File: src/rtl/alu_pkg.sv
package alu_pkg;
  localparam int unsigned ALU_W = 64;

  typedef enum logic [1:0] {
    OP_ADD = 2'd0,
    OP_SUB = 2'd1,
    OP_AND = 2'd2,
    OP_XOR = 2'd3
  } alu_op_e;

  function automatic logic op_is_arith(input alu_op_e op);
    return (op == OP_ADD) || (op == OP_SUB);
  endfunction
endpackage

File: src/rtl/alu_addsub.sv
module alu_addsub #(
  parameter int unsigned W = 64
) (
  input  logic         sub_en,
  input  logic [W-1:0] a_in,
  input  logic [W-1:0] b_in,
  output logic [W-1:0] sum_o,
  output logic         ovf_o,
  output logic         cry_o
);
  localparam int unsigned MSB = W - 1;

  logic [W-1:0] b_eff;
  logic [W:0]   wide_sum;

  // Subtract reuses the adder: a + ~b + 1.
  assign b_eff    = b_in ^ {W{sub_en}};
  assign wide_sum = {1'b0, a_in} + {1'b0, b_eff} + {{W{1'b0}}, sub_en};
  assign sum_o    = wide_sum[W-1:0];

  // Overflow: the effective operands agree in sign but the sum does not.
  assign ovf_o = (a_in[MSB] == b_eff[MSB]) && (sum_o[MSB] != a_in[MSB]);
  // The carry out is inverted into a borrow for subtract.
  assign cry_o = wide_sum[W] ^ sub_en;

  always_comb begin
    if (sub_en) begin
      assert_borrow_R7: assert (cry_o == (a_in < b_in))
        else $error("borrow mismatch");
    end
  end
endmodule

File: src/rtl/alu_bitlogic.sv
module alu_bitlogic #(
  parameter int unsigned W = 64
) (
  input  logic [W-1:0] a_in,
  input  logic [W-1:0] b_in,
  output logic [W-1:0] and_o,
  output logic [W-1:0] xor_o
);
  for (genvar i = 0; i < W; i++) begin : g_bit
    assign and_o[i] = a_in[i] & b_in[i];
    assign xor_o[i] = a_in[i] ^ b_in[i];
  end

  always_comb begin
    assert_and_subset_R3: assert ((and_o & ~a_in) == '0 && (and_o & ~b_in) == '0)
      else $error("AND result sets a bit absent from an operand");
    assert_xor_inverse_R4: assert ((xor_o ^ b_in) == a_in)
      else $error("XOR result does not invert");
  end
endmodule

File: src/rtl/alu_zero_det.sv
module alu_zero_det #(
  parameter int unsigned W = 64
) (
  input  logic [W-1:0] vec_in,
  output logic         zero_o
);
  localparam int unsigned LVL   = (W > 1) ? $clog2(W) : 0;
  localparam int unsigned LEAF  = 1 << LVL;
  localparam int unsigned NODES = 2 * LEAF - 1;

  // Balanced OR tree, stored in heap order: node k has children 2k+1 and 2k+2.
  logic [NODES-1:0] node;

  for (genvar i = 0; i < LEAF; i++) begin : g_leaf
    if (i < W) begin : g_real
      assign node[LEAF-1+i] = vec_in[i];
    end else begin : g_pad
      assign node[LEAF-1+i] = 1'b0;
    end
  end

  for (genvar k = 0; k < LEAF - 1; k++) begin : g_inner
    assign node[k] = node[2*k+1] | node[2*k+2];
  end

  assign zero_o = ~node[0];
endmodule

File: src/rtl/alu4_flags.sv
module alu4_flags
  import alu_pkg::*;
(
  input  logic [1:0]       op_sel,
  input  logic [ALU_W-1:0] opnd_x,
  input  logic [ALU_W-1:0] opnd_y,
  output logic [ALU_W-1:0] result,
  output logic             flag_ovf,
  output logic             flag_zero,
  output logic             flag_carry
);
  alu_op_e          op;
  logic [ALU_W-1:0] as_sum, and_v, xor_v;
  logic             as_ovf, as_cry, arith;

  assign op    = alu_op_e'(op_sel);
  assign arith = op_is_arith(op);

  alu_addsub #(.W(ALU_W)) u_addsub (
    .sub_en (op == OP_SUB),
    .a_in   (opnd_x),
    .b_in   (opnd_y),
    .sum_o  (as_sum),
    .ovf_o  (as_ovf),
    .cry_o  (as_cry)
  );

  alu_bitlogic #(.W(ALU_W)) u_logic (
    .a_in  (opnd_x),
    .b_in  (opnd_y),
    .and_o (and_v),
    .xor_o (xor_v)
  );

  always_comb begin
    unique case (op)
      OP_AND:  result = and_v;
      OP_XOR:  result = xor_v;
      default: result = as_sum;
    endcase
  end

  // The two flags that only have meaning for add and subtract are gated here.
  assign flag_ovf   = arith & as_ovf;
  assign flag_carry = arith & as_cry;

  alu_zero_det #(.W(ALU_W)) u_zero (
    .vec_in (result),
    .zero_o (flag_zero)
  );

  always_comb begin
    assert_zero_flag_R5: assert (flag_zero == (result == '0))
      else $error("zero flag mismatch");
    if (!arith) begin
      assert_logic_flags_clear_R8: assert (!flag_ovf && !flag_carry)
        else $error("ovf/carry set on logic op");
    end
    if (op == OP_ADD) begin
      assert_add_carry_R7: assert (flag_carry == ((opnd_x + opnd_y) < opnd_x))
        else $error("add carry mismatch");
      assert_no_overflow_R6: assert (flag_ovf ==
        ((opnd_x[ALU_W-1] == opnd_y[ALU_W-1]) && (result[ALU_W-1] != opnd_x[ALU_W-1])))
        else $error("add overflow mismatch");
    end
    if (op == OP_SUB) begin
      assert_sub_result_R2: assert (result + opnd_y == opnd_x)
        else $error("difference wrong");
    end
  end
endmodule

File: config.mk
export PLATFORM = sky130hd
export DESIGN_NAME = alu4_flags
export DESIGN_NICKNAME = d
export VERILOG_FILES = /design/src/rtl/alu_pkg.sv /design/src/rtl/alu_addsub.sv /design/src/rtl/alu_bitlogic.sv /design/src/rtl/alu_zero_det.sv /design/src/rtl/alu4_flags.sv
export SDC_FILE = /design/constraint.sdc
export NUM_CORES = 1
export LEC_CHECK = 0
export ABC_AREA = 1
export BUFFER_PORTS_ARGS = -buffer_cell sky130_fd_sc_hd__buf_4
export CAP_MARGIN = 20
export CELL_PAD_IN_SITES_DETAIL_PLACEMENT = 1
export CELL_PAD_IN_SITES_GLOBAL_PLACEMENT = 2
export CORE_UTILIZATION = 28
export DETAILED_ROUTE_END_ITERATION = 12
export GPL_TIMING_DRIVEN = 0
export PLACE_DENSITY = 0.83
export SETUP_SLACK_MARGIN = 0.3
export SLEW_MARGIN = 15
export SYNTH_ARGS = -nofsm -noshare
export SYNTH_HDL_FRONTEND = slang
export SYNTH_SLANG_ARGS = --single-unit
File: constraint.sdc
create_clock -name vclk -period 4.06
set_input_delay 0.203 -clock vclk [all_inputs]
set_output_delay 0.203 -clock vclk [all_outputs]
set_load 0.03 [all_outputs]
# Word-level counts from Yosys, hierarchy flattened
# Index checks and enable logic that the tools add are counted.
# word_totals
register_bits,0
latchBits,0
mem_bits_rw,0
mem_bits_ro,0
mem_count,0
out_inout_bits,67
in_bits,130
# classes
muxes,1
n_addsub,2
n_reduce_logical,3
bitwise_logic,196
n_div,0
eq_ne,5
n_lt_le_gt_ge,0
n_mul,0
shifts,0
# op_table
op,count
$pmux W64 S2,1
$and A1 B1 Y1,66
$add A64 B64 Y65,1
$add A65 B1 Y65,1
$xor A1 B1 Y1,65
$xor A64 B64 Y64,1
$or A1 B1 Y1,63
$eq A2 B2 Y1 const B,2
$eq A2 B1 Y1 const B,1
$logic_not A2 Y1,1
$eq A1 B1 Y1,1
$logic_and A1 B1 Y1,1
$logic_or A1 B1 Y1,1
$ne A1 B1 Y1,1
$not A1 Y1,1

# Logic depth before layout (Yosys ltp)
# Gate-level depths: netlist of run 1.
# logic_depth
depth_word,12
mapped_depth,28

# Hierarchy
# From an unflattened synthesis of run 1, not the netlist that was laid out.
# hier_totals
hier_cells,1513
hier_area_um2,8323.0
# modules_own_cells
mod,cells_per_inst,area_each_um2,seq_area_each_um2,n_inst
alu_addsub,1076,5729.2,0.0,1
alu4_flags,298,1485.2,0.0,1
alu_bitlogic,64,800.8,0.0,1
alu_zero_det,75,307.8,0.0,1

# Worst setup path before layout of run 1
# Ideal clock, no wire load.
# synth_timing
kind,input port to output port
start,in op_sel[1]
end,out flag_zero
slack_ps,122
stages,23
arrival_ps,3735
cell_sequence,buf_6 inv_8 buf_2 buf_1 nand2_1 buf_2 xnor2_1 ha_1 nand2_2 inv_2 a21oi_2 nand3_2 nand2_2 nand2_2 nand2_2 nand3b_1 nand3_1 nand3_1 nor2_1 nand3_1 nor2_1 nand3_1 nor3_2
# synth_via
elab_chain_cells,12
elab_cells_between_ends,71
classes_between,add/sub: 2; eq/ne: 3; mux: 1; bitwise: 65
# synth_lines
element,line,text
"start, declared",alu4_flags.sv:4,"input logic [1:0] op_sel,"
$eq A2 B1 Y1,-,
$xor A64 B64 Y64,alu_addsub.sv:17,assign b_eff = b_in ^ {W{sub_en}};
$add A64 B64 Y65,alu_addsub.sv:18,"assign wide_sum = {1'b0, a_in} + {1'b0, b_eff} + {{W{1'b0}}, sub_en};"
$add A65 B1 Y65,alu_addsub.sv:18,
$pmux W64 S2 *,alu4_flags.sv:36,unique case (op)
via result[26],alu4_flags.sv:7,"output logic [ALU_W-1:0] result,"
$or A1 B1 Y1 * (6 in series),alu_zero_det.sv:23,assign node[k] = node[2*k+1] | node[2*k+2];
$not A1 Y1 *,alu_zero_det.sv:26,assign zero_o = ~node[0];
"end, declared",alu4_flags.sv:9,"output logic flag_zero,"
# The timed path passes the listed nets; every way through them passes the cells marked *.

# Final worst setup path of run 1
# layout_timing
start,in op_sel[1]
end,out flag_zero
# layout_via
elab_chain_cells,12
elab_cells_between_ends,71
classes_between,add/sub: 2; eq/ne: 3; mux: 1; bitwise: 65
# layout_lines
element,line
$eq A2 B1 Y1,-
$xor A64 B64 Y64,alu_addsub.sv:17
$add A64 B64 Y65,alu_addsub.sv:18
$add A65 B1 Y65,alu_addsub.sv:18
$pmux W64 S2 *,alu4_flags.sv:36
$or A1 B1 Y1 (5 in series),alu_zero_det.sv:23
$or A1 B1 Y1 *,alu_zero_det.sv:23
$not A1 Y1 *,alu_zero_det.sv:26
# Every way passes the cells marked *; elsewhere a longest branch is shown, timed or not.

==> results by group, run 1 <==
Global route
  • Vias in the first global route: 12010
  • Initial antenna violation count: 0
  • Total GRT Usage: 0.2871
  • First-pass GRT wire length: 70.99 mm
  • Pin count of the biggest net entering global routing: 11
  • Grt total ovfl: 0

Critical path
  • Critical Path Start Type: input port
  • Worst path arrival time: 3.62 ns
  • Max FO, Critical Path: 10
  • CP startpoint: op_sel[1]
  • Crit Path Category: in -> out
  • CP Capture Type: primary output
  • Worst EP required: 3.86 ns

Route
  • Post-Route WL: 47.85 mm
  • Pre-antenna DRT Iters: 9
  • Vias per cell: 5.136
  • Wire per inst: 20.97 um
  • Number of DRC markers in iteration 0: 648
  • Remaining antenna violation count: 0
  • Drt drc: 9
  • DR vias: 11720

Cells and area
  • Syn-to-layout area delta: 42.27%
  • Final core occ: 0.4087
  • Antenna Cells: 0
  • Final nets: 2147
  • Flip-flop and latch count: 0
  • Register Area: 0 um2
  • Layout cell share with drive strength beyond 1: 0.3123
  • Clock buf count: 0

Yosys
  • Area of the mapped netlist: 8856 um2
  • Ys Warns: 0
  • Sequential area share after synthesis: 0
  • Gate count of the mapped netlist: 1645
  • Synth Area per Inst: 5.384 um2
  • Net count after synthesis: 1904
  • Cell variety after synth: 47

Die
  • Die area: 32340 um2
  • Core box area: 30830 um2
  • Die Wd: 179.8 um
  • DIE HEIGHT: 179.8 um
  • Starting Density: 0.2873
  • Row count: 64
  • Top Ports: 197

Power
  • Total power divided by cell area: 229.8 nW/um2
  • Sequential power share: 0
  • Comb pwr share: 1.000
  • Leakage: 6.493 nW
  • Max VDD drop: 0.08242 mV
  • Internal power: 1.031 mW
  • Net Sw Frac: 0.6438
  • P_sw: 1.864 mW
  • Pwr Total: 2.895 mW
  • Clock power frac: 0

Outcome
  • Status: finished, violations left
  • Failing checks: design-rule violations

Hold path
  • WHS Path Cells: 3
  • End of the worst hold path: flag_ovf
  • Hold Path Class: in -> out
  • Worst Min Path Start: opnd_x[63]

Timing
  • Final WS setup: 0.2350 ns
  • Max-slew headroom: 0.2912
  • Slew Limit Fails: 0
  • Setup_tns: 0 ns
  • Min Hold Slack: 0.7408 ns
  • Period utilization: 0.9421
  • Worst-margin pin slew: 1.063 ns
  • Post-layout min period: 3.825 ns
  • Fmax: 0.2614 GHz
  • RSZ-0062 raised after global routing: yes
  • Hold Vio Cnt, Final: 0
  • # setup viols final: 0

Flow run
  • Maxcap violations: 0

Placement
  • Port-buffer cells: 195
  • HPWL Detailed: 40.98 mm
  • Routability cong.: 0.9591
  • Pre-CTS setup slack: -1.566 ns
[cell type report]
| type | instances | area (um2) |
|---|---|---|
| Fill cell | 4139 | 18230 |
| Multi-Input combinational cell | 1294 | 8750 |
| Timing Repair Buffer | 240 | 1856 |
| Inverter | 326 | 1236 |
| Tap cell | 396 | 495.5 |
| Buffer | 26 | 262.8 |
[cell families after synthesis]
kind of cell,share of synthesized area
buffers and inverters,0.1551
AND/OR/NAND/NOR,0.4469
AO/OA/AOI/OAI,0.1496
XOR/XNOR,0.06527
adder cells (fa/ha/maj),0.1831
[synth_stat cells (all sizes together), types with 13 or more instances]
cell type  number  area, um2
nor3           13      106.4
o21bai         13      108.9
nand2         543       2123
nand3b         19      142.6
nand4          23      143.9
a21oi          84      454.2
xnor2          63      551.8
ha            128       1602
a22o           57      500.5
nor2          166      700.7
inv           324       1224
o21ai          45      225.2
nand3         123      683.2
buf            20      100.1
[cell usage in the layout, fill, tap and decap left out, drive strengths merged]
master / netlist / routed
or2: 2 / 2
a22o: 57 / 57
nand3: 123 / 123
nor4: 2 / 2
a21oi: 84 / 84
and2: 1 / 1
xor2: 3 / 3
a31oi: 2 / 2
nor2: 166 / 166
o21bai: 13 / 13
nand2: 543 / 544
fa: 1 / 1
o311ai: 1 / 1
a21o: 1 / 1
xnor2: 63 / 63
o21ai: 45 / 45
nor3: 13 / 13
o211ai: 1 / 1
buf: 20 / 259
nor3b: 2 / 2
inv: 324 / 324
nand4: 23 / 23
ha: 128 / 128
clkbuf: 6 / 7
nand3b: 19 / 19
clkinv: 2 / 2
[worst max path at each step]
stage | endpoint | slack [ns] | depth (start not counted)
after floorplan | flag_zero | 0.39 | 24
after global placement | flag_zero | -1.52 | 26
after detailed placement | flag_zero | -1.57 | 26
after CTS | flag_zero | 0.30 | 24
after global routing | flag_zero | 0.08 | 22
final | flag_zero | 0.23 | 25
[per-stage QoR]
step	instances	cell area, um2
2_1_floorplan	1645	8874
3_3_place_gp	2236	10830
3_5_place_dp	2236	10830
4_1_cts	2270	12060
5_1_grt	2282	12600
6_report	2282	12600
[critical path: stages]
cell     delay [ns]
buf_8          0.13
inv_12         0.06
buf_12         0.09
buf_12         0.12
nand2_8        0.14
buf_12         0.21
xnor2_1        0.13
ha_2           0.41
nand2_2        0.16
nor2_2         0.13
inv_1          0.08
nor2_1         0.13
inv_1          0.11
nor2_1         0.16
nand2_1        0.16
nand3_1        0.11
nand2_1        0.05
nand3_1        0.06
nand2_1        0.14
nor2_2         0.15
nand2_1        0.10
nor2_4         0.15
nand3_4        0.12
nor3_4         0.13
buf_6          0.15
[power by group through the flow]
| stage | clock (mW) | combinational, mW | sequential (mW) |
|---|---|---|---|
| final | 0 | 2.90 | 0 |
| after global routing | 0 | 3.11 | 0 |
| after CTS | 0 | 2.72 | 0 |
| after detailed placement | 0 | 2.43 | 0 |
| after global placement | 0 | 2.40 | 0 |
| after floorplan | 0 | 1.51 | 0 |
[per-layer routing]
| layer | track usage | vias up | routed length [um] |
|---|---|---|---|
| met5 | 0 | - | 0 |
| met1 | 0.4017 | 5682 | 22660 |
| met3 | 0.02938 | 45 | 2536 |
| li1 | - | 5701 | - |
| met4 | 0.06379 | 0 | 1147 |
| met2 | 0.4705 | 292 | 21510 |
[timing repair]
action / CTS / global route
pin swaps: 52 / 35
hold buffers: 0 / 0
gates cloned: 2 / 1
resized for setup: 251 / 101
setup endpoints to repair: 62 / 2
setup buffers: 32 / 11
Note: power is estimated with default switching activity, not from simulation.
==> run 2, diff against run 1 <==
--- a/config.mk
+++ b/config.mk
@@ -11,8 +11,8 @@
 export CELL_PAD_IN_SITES_DETAIL_PLACEMENT = 1
 export CELL_PAD_IN_SITES_GLOBAL_PLACEMENT = 2
-export CORE_UTILIZATION = 28
+export CORE_UTILIZATION = 25
 export DETAILED_ROUTE_END_ITERATION = 12
 export GPL_TIMING_DRIVEN = 0
-export PLACE_DENSITY = 0.83
+export PLACE_DENSITY = 0.76
 export SETUP_SLACK_MARGIN = 0.3
 export SLEW_MARGIN = 15
==> constraint.sdc (replaced) <==
create_clock -name vclk -period 4.06
set_input_delay 0.203 -clock vclk [all_inputs]
set_output_delay 0.203 -clock vclk [all_outputs]
set_load 0.02 [all_outputs]
==> run 2 against run 1 <==
The run now ends clean. Largest power group unchanged. Global-route usage decreased by 1.8 points. Highest routed layer unchanged. Flip-flop and latch count unchanged. Sequential share of layout area unchanged. Critical path depth decreased by 2. Worst setup slack about the same. Clock-buffer cell count unchanged. First-iteration DRC count decreased by 7.7%. Total power increased by 0.21%.
==> results by group, run 2 (same netlist as run 1, synthesis figures left out) <==
Outcome
  • Status: complete, no violations (was finished, violations left)

Timing
  • Slew Limit Fails: 0 (unchanged)
  • Final WS setup: 0.2352 ns (was 0.2350 ns)
  • Hold Vio Cnt, Final: 0 (unchanged)
  • # setup viols final: 0 (unchanged)
  • Fmax: 0.2615 GHz (was 0.2614 GHz)
  • Worst-margin pin slew: 1.084 ns (was 1.063 ns)
  • Period utilization: 0.9421 (about the same)
  • Max-slew headroom: 0.2773 (was 0.2912)
  • Setup_tns: 0 ns (unchanged)
  • RSZ-0062 raised after global routing: yes (unchanged)
  • Post-layout min period: 3.825 ns (about the same)

Placement
  • Port-buffer cells: 195 (unchanged)
  • HPWL Detailed: 42.36 mm (was 40.98 mm)
  • Pre-CTS setup slack: -2.032 ns (was -1.566 ns)
  • Routability cong.: 0.9783 (was 0.9591)
  • Placed cell areas: 10890 um2 (was 10830 um2)

Power
  • Net Sw Frac: 0.6286 (was 0.6438)
  • Pwr Total: 2.901 mW (was 2.895 mW)
  • Leakage: 6.676 nW (was 6.493 nW)
  • Total power divided by cell area: 222.6 nW/um2 (was 229.8 nW/um2)
  • Internal power: 1.077 mW (was 1.031 mW)
  • Max VDD drop: 0.06679 mV (was 0.08242 mV)
  • Clock power frac: 0 (about the same)
  • Sequential power share: 0 (about the same)
  • Comb pwr share: 1.000 (about the same)
  • P_sw: 1.824 mW (was 1.864 mW)

Global route
  • Vias in the first global route: 12030 (was 12010)
  • Pin count of the biggest net entering global routing: 11 (unchanged)
  • Grt total ovfl: 0 (unchanged)
  • Total GRT Usage: 0.2695 (was 0.2871)
  • First-pass GRT wire length: 72.99 mm (was 70.99 mm)
  • Initial antenna violation count: 0 (unchanged)

Cells and area
  • Syn-to-layout area delta: 47.17% (was 42.27%)
  • Final nets: 2156 (was 2147)
  • Flip-flop and latch count: 0 (unchanged)
  • Register Area: 0 um2 (unchanged)
  • Final core occ: 0.3755 (was 0.4087)
  • Design Area, Final: 13030 um2 (was 12600 um2)
  • Commonest non-fill, non-tap cell in the layout: nand2_1 (unchanged)
  • Most frequent cells in the layout: 432 x nand2_1, 306 x inv_1, 246 x buf_4 (was 457 x nand2_1, 309 x inv_1, 237 x buf_4)
  • Fill cells: 4600 (was 4139)
  • Multi-input combinational cell area: 9044 um2 (was 8750 um2)
  • Layout cell share with drive strength beyond 1: 0.3472 (was 0.3123)
  • Clock buf count: 0 (unchanged)
  • Antenna Cells: 0 (unchanged)

Critical path
  • Cell mode on critical path: buf_12 (was nand2_1)
  • Worst path arrival time: 3.62 ns (about the same)
  • CP peak stage delay: 0.28 ns (was 0.41 ns)
  • Crit Path Category: in -> out (unchanged)
  • Critical Path Start Type: input port (unchanged)
  • Max FO, Critical Path: 10 (unchanged)
  • Worst EP required: 3.86 ns (about the same)
  • CP max-delay cell: a21oi_2 (was ha_2)
  • Cells along the critical path: buf_6, inv_12, buf_12, buf_12, nand2_8, buf_12, buf_12, xnor2_1, ha_4, a21oi_2, o21ai_0, nand2_1, nand2_1, a21oi_1, nand4_1, nand3_2, nand2_2, nor2_4, nand2_1, nor2_4, nand3_2, nor3_2, buf_4
  • CP Capture Type: primary output (unchanged)

Route
  • Wire per inst: 21.20 um (was 20.97 um)
  • Drt drc: 0 (was 9)
  • Vias per cell: 4.971 (was 5.136)
  • Post-Route WL: 49.83 mm (was 47.85 mm)
  • Number of DRC markers in iteration 0: 598 (was 648)
  • DR vias: 11680 (was 11720)
  • Pre-antenna DRT Iters: 5 (was 9)
  • Remaining antenna violation count: 0 (unchanged)

Die
  • Starting Density: 0.2551 (was 0.2873)
  • Die area: 36180 um2 (was 32340 um2)
  • Die Wd: 190.2 um (was 179.8 um)
  • DIE HEIGHT: 190.2 um (was 179.8 um)
  • Row count: 68 (was 64)
  • Core box area: 34710 um2 (was 30830 um2)
  • Top Ports: 197 (unchanged)

Clock network
  • # hold bufs at CTS: 0 (unchanged)

Flow run
  • Maxcap violations: 0 (unchanged)

Hold path
  • Hold Path Class: in -> out (unchanged)
-- run 2: changes by cell type in the layout (fill, tap and decap cells not counted), sizes merged --
cell    before  now
bufbuf       0    1
buf        259  268
clkbuf       7    6
-- run 2: what timing repair did --
action / 4_1_cts / 5_1_grt
gates resized for setup: 309 / 119
pin swaps: 70 / 43
gates cloned: 3 / 0
setup buffers: 43 / 9
setup endpoints to repair: 65 / 2
-- run 2: final cells by class --
cell class / instances / area share
multi-input cells: 1294 / 0.6939
inverters: 326 / 0.09484
plain buffers: 26 / 0.01949
well taps: 455 / 0.04368
repair buffers: 249 / 0.1481
-- run 2: worst max-delay path: cells and delay by family --
kind | cells | cell delay, ns
simple gates | 11 | 1.29
buf+inv | 7 | 0.90
fa+ha+maj | 1 | 0.27
compound gates | 3 | 0.72
xor+xnor | 1 | 0.22
-- run 2: final timing paths --
path	from	endpoint	slack (ns)	cells past startpoint
max	op_sel[1]	flag_zero	0.24	23
min	opnd_x[63]	flag_ovf	0.73	3
-- run 2: power groups by stage --
stage / Sequential (mW) / Combinational, mW / Clock [mW]
2_1_floorplan: 0 / 1.42 / 0
3_3_place_gp: 0 / 2.32 / 0
3_5_place_dp: 0 / 2.34 / 0
4_1_cts: 0 / 2.71 / 0
5_1_grt: 0 / 3.13 / 0
6_report: 0 / 2.90 / 0
-- run 2: metrics by stage --
| stage | hold slack, ns | cells |
|---|---|---|
| 5_1_grt | 0.7492 | 2350 |
| 3_3_place_gp | 0.7356 | 2295 |
| 6_report | 0.7274 | 2350 |
| 2_1_floorplan | 0.5346 | 1645 |
| 3_5_place_dp | 0.7326 | 2295 |
| 4_1_cts | 0.7348 | 2341 |
-- run 2: routing by layer --
layer	share of wire	global-route usage	routed length [um]
met4	0.023	0.05754	1125
met2	0.46	0.4405	22710
met5	0	0	0
met1	0.48	0.3815	24070
met3	0.039	0.02300	1924
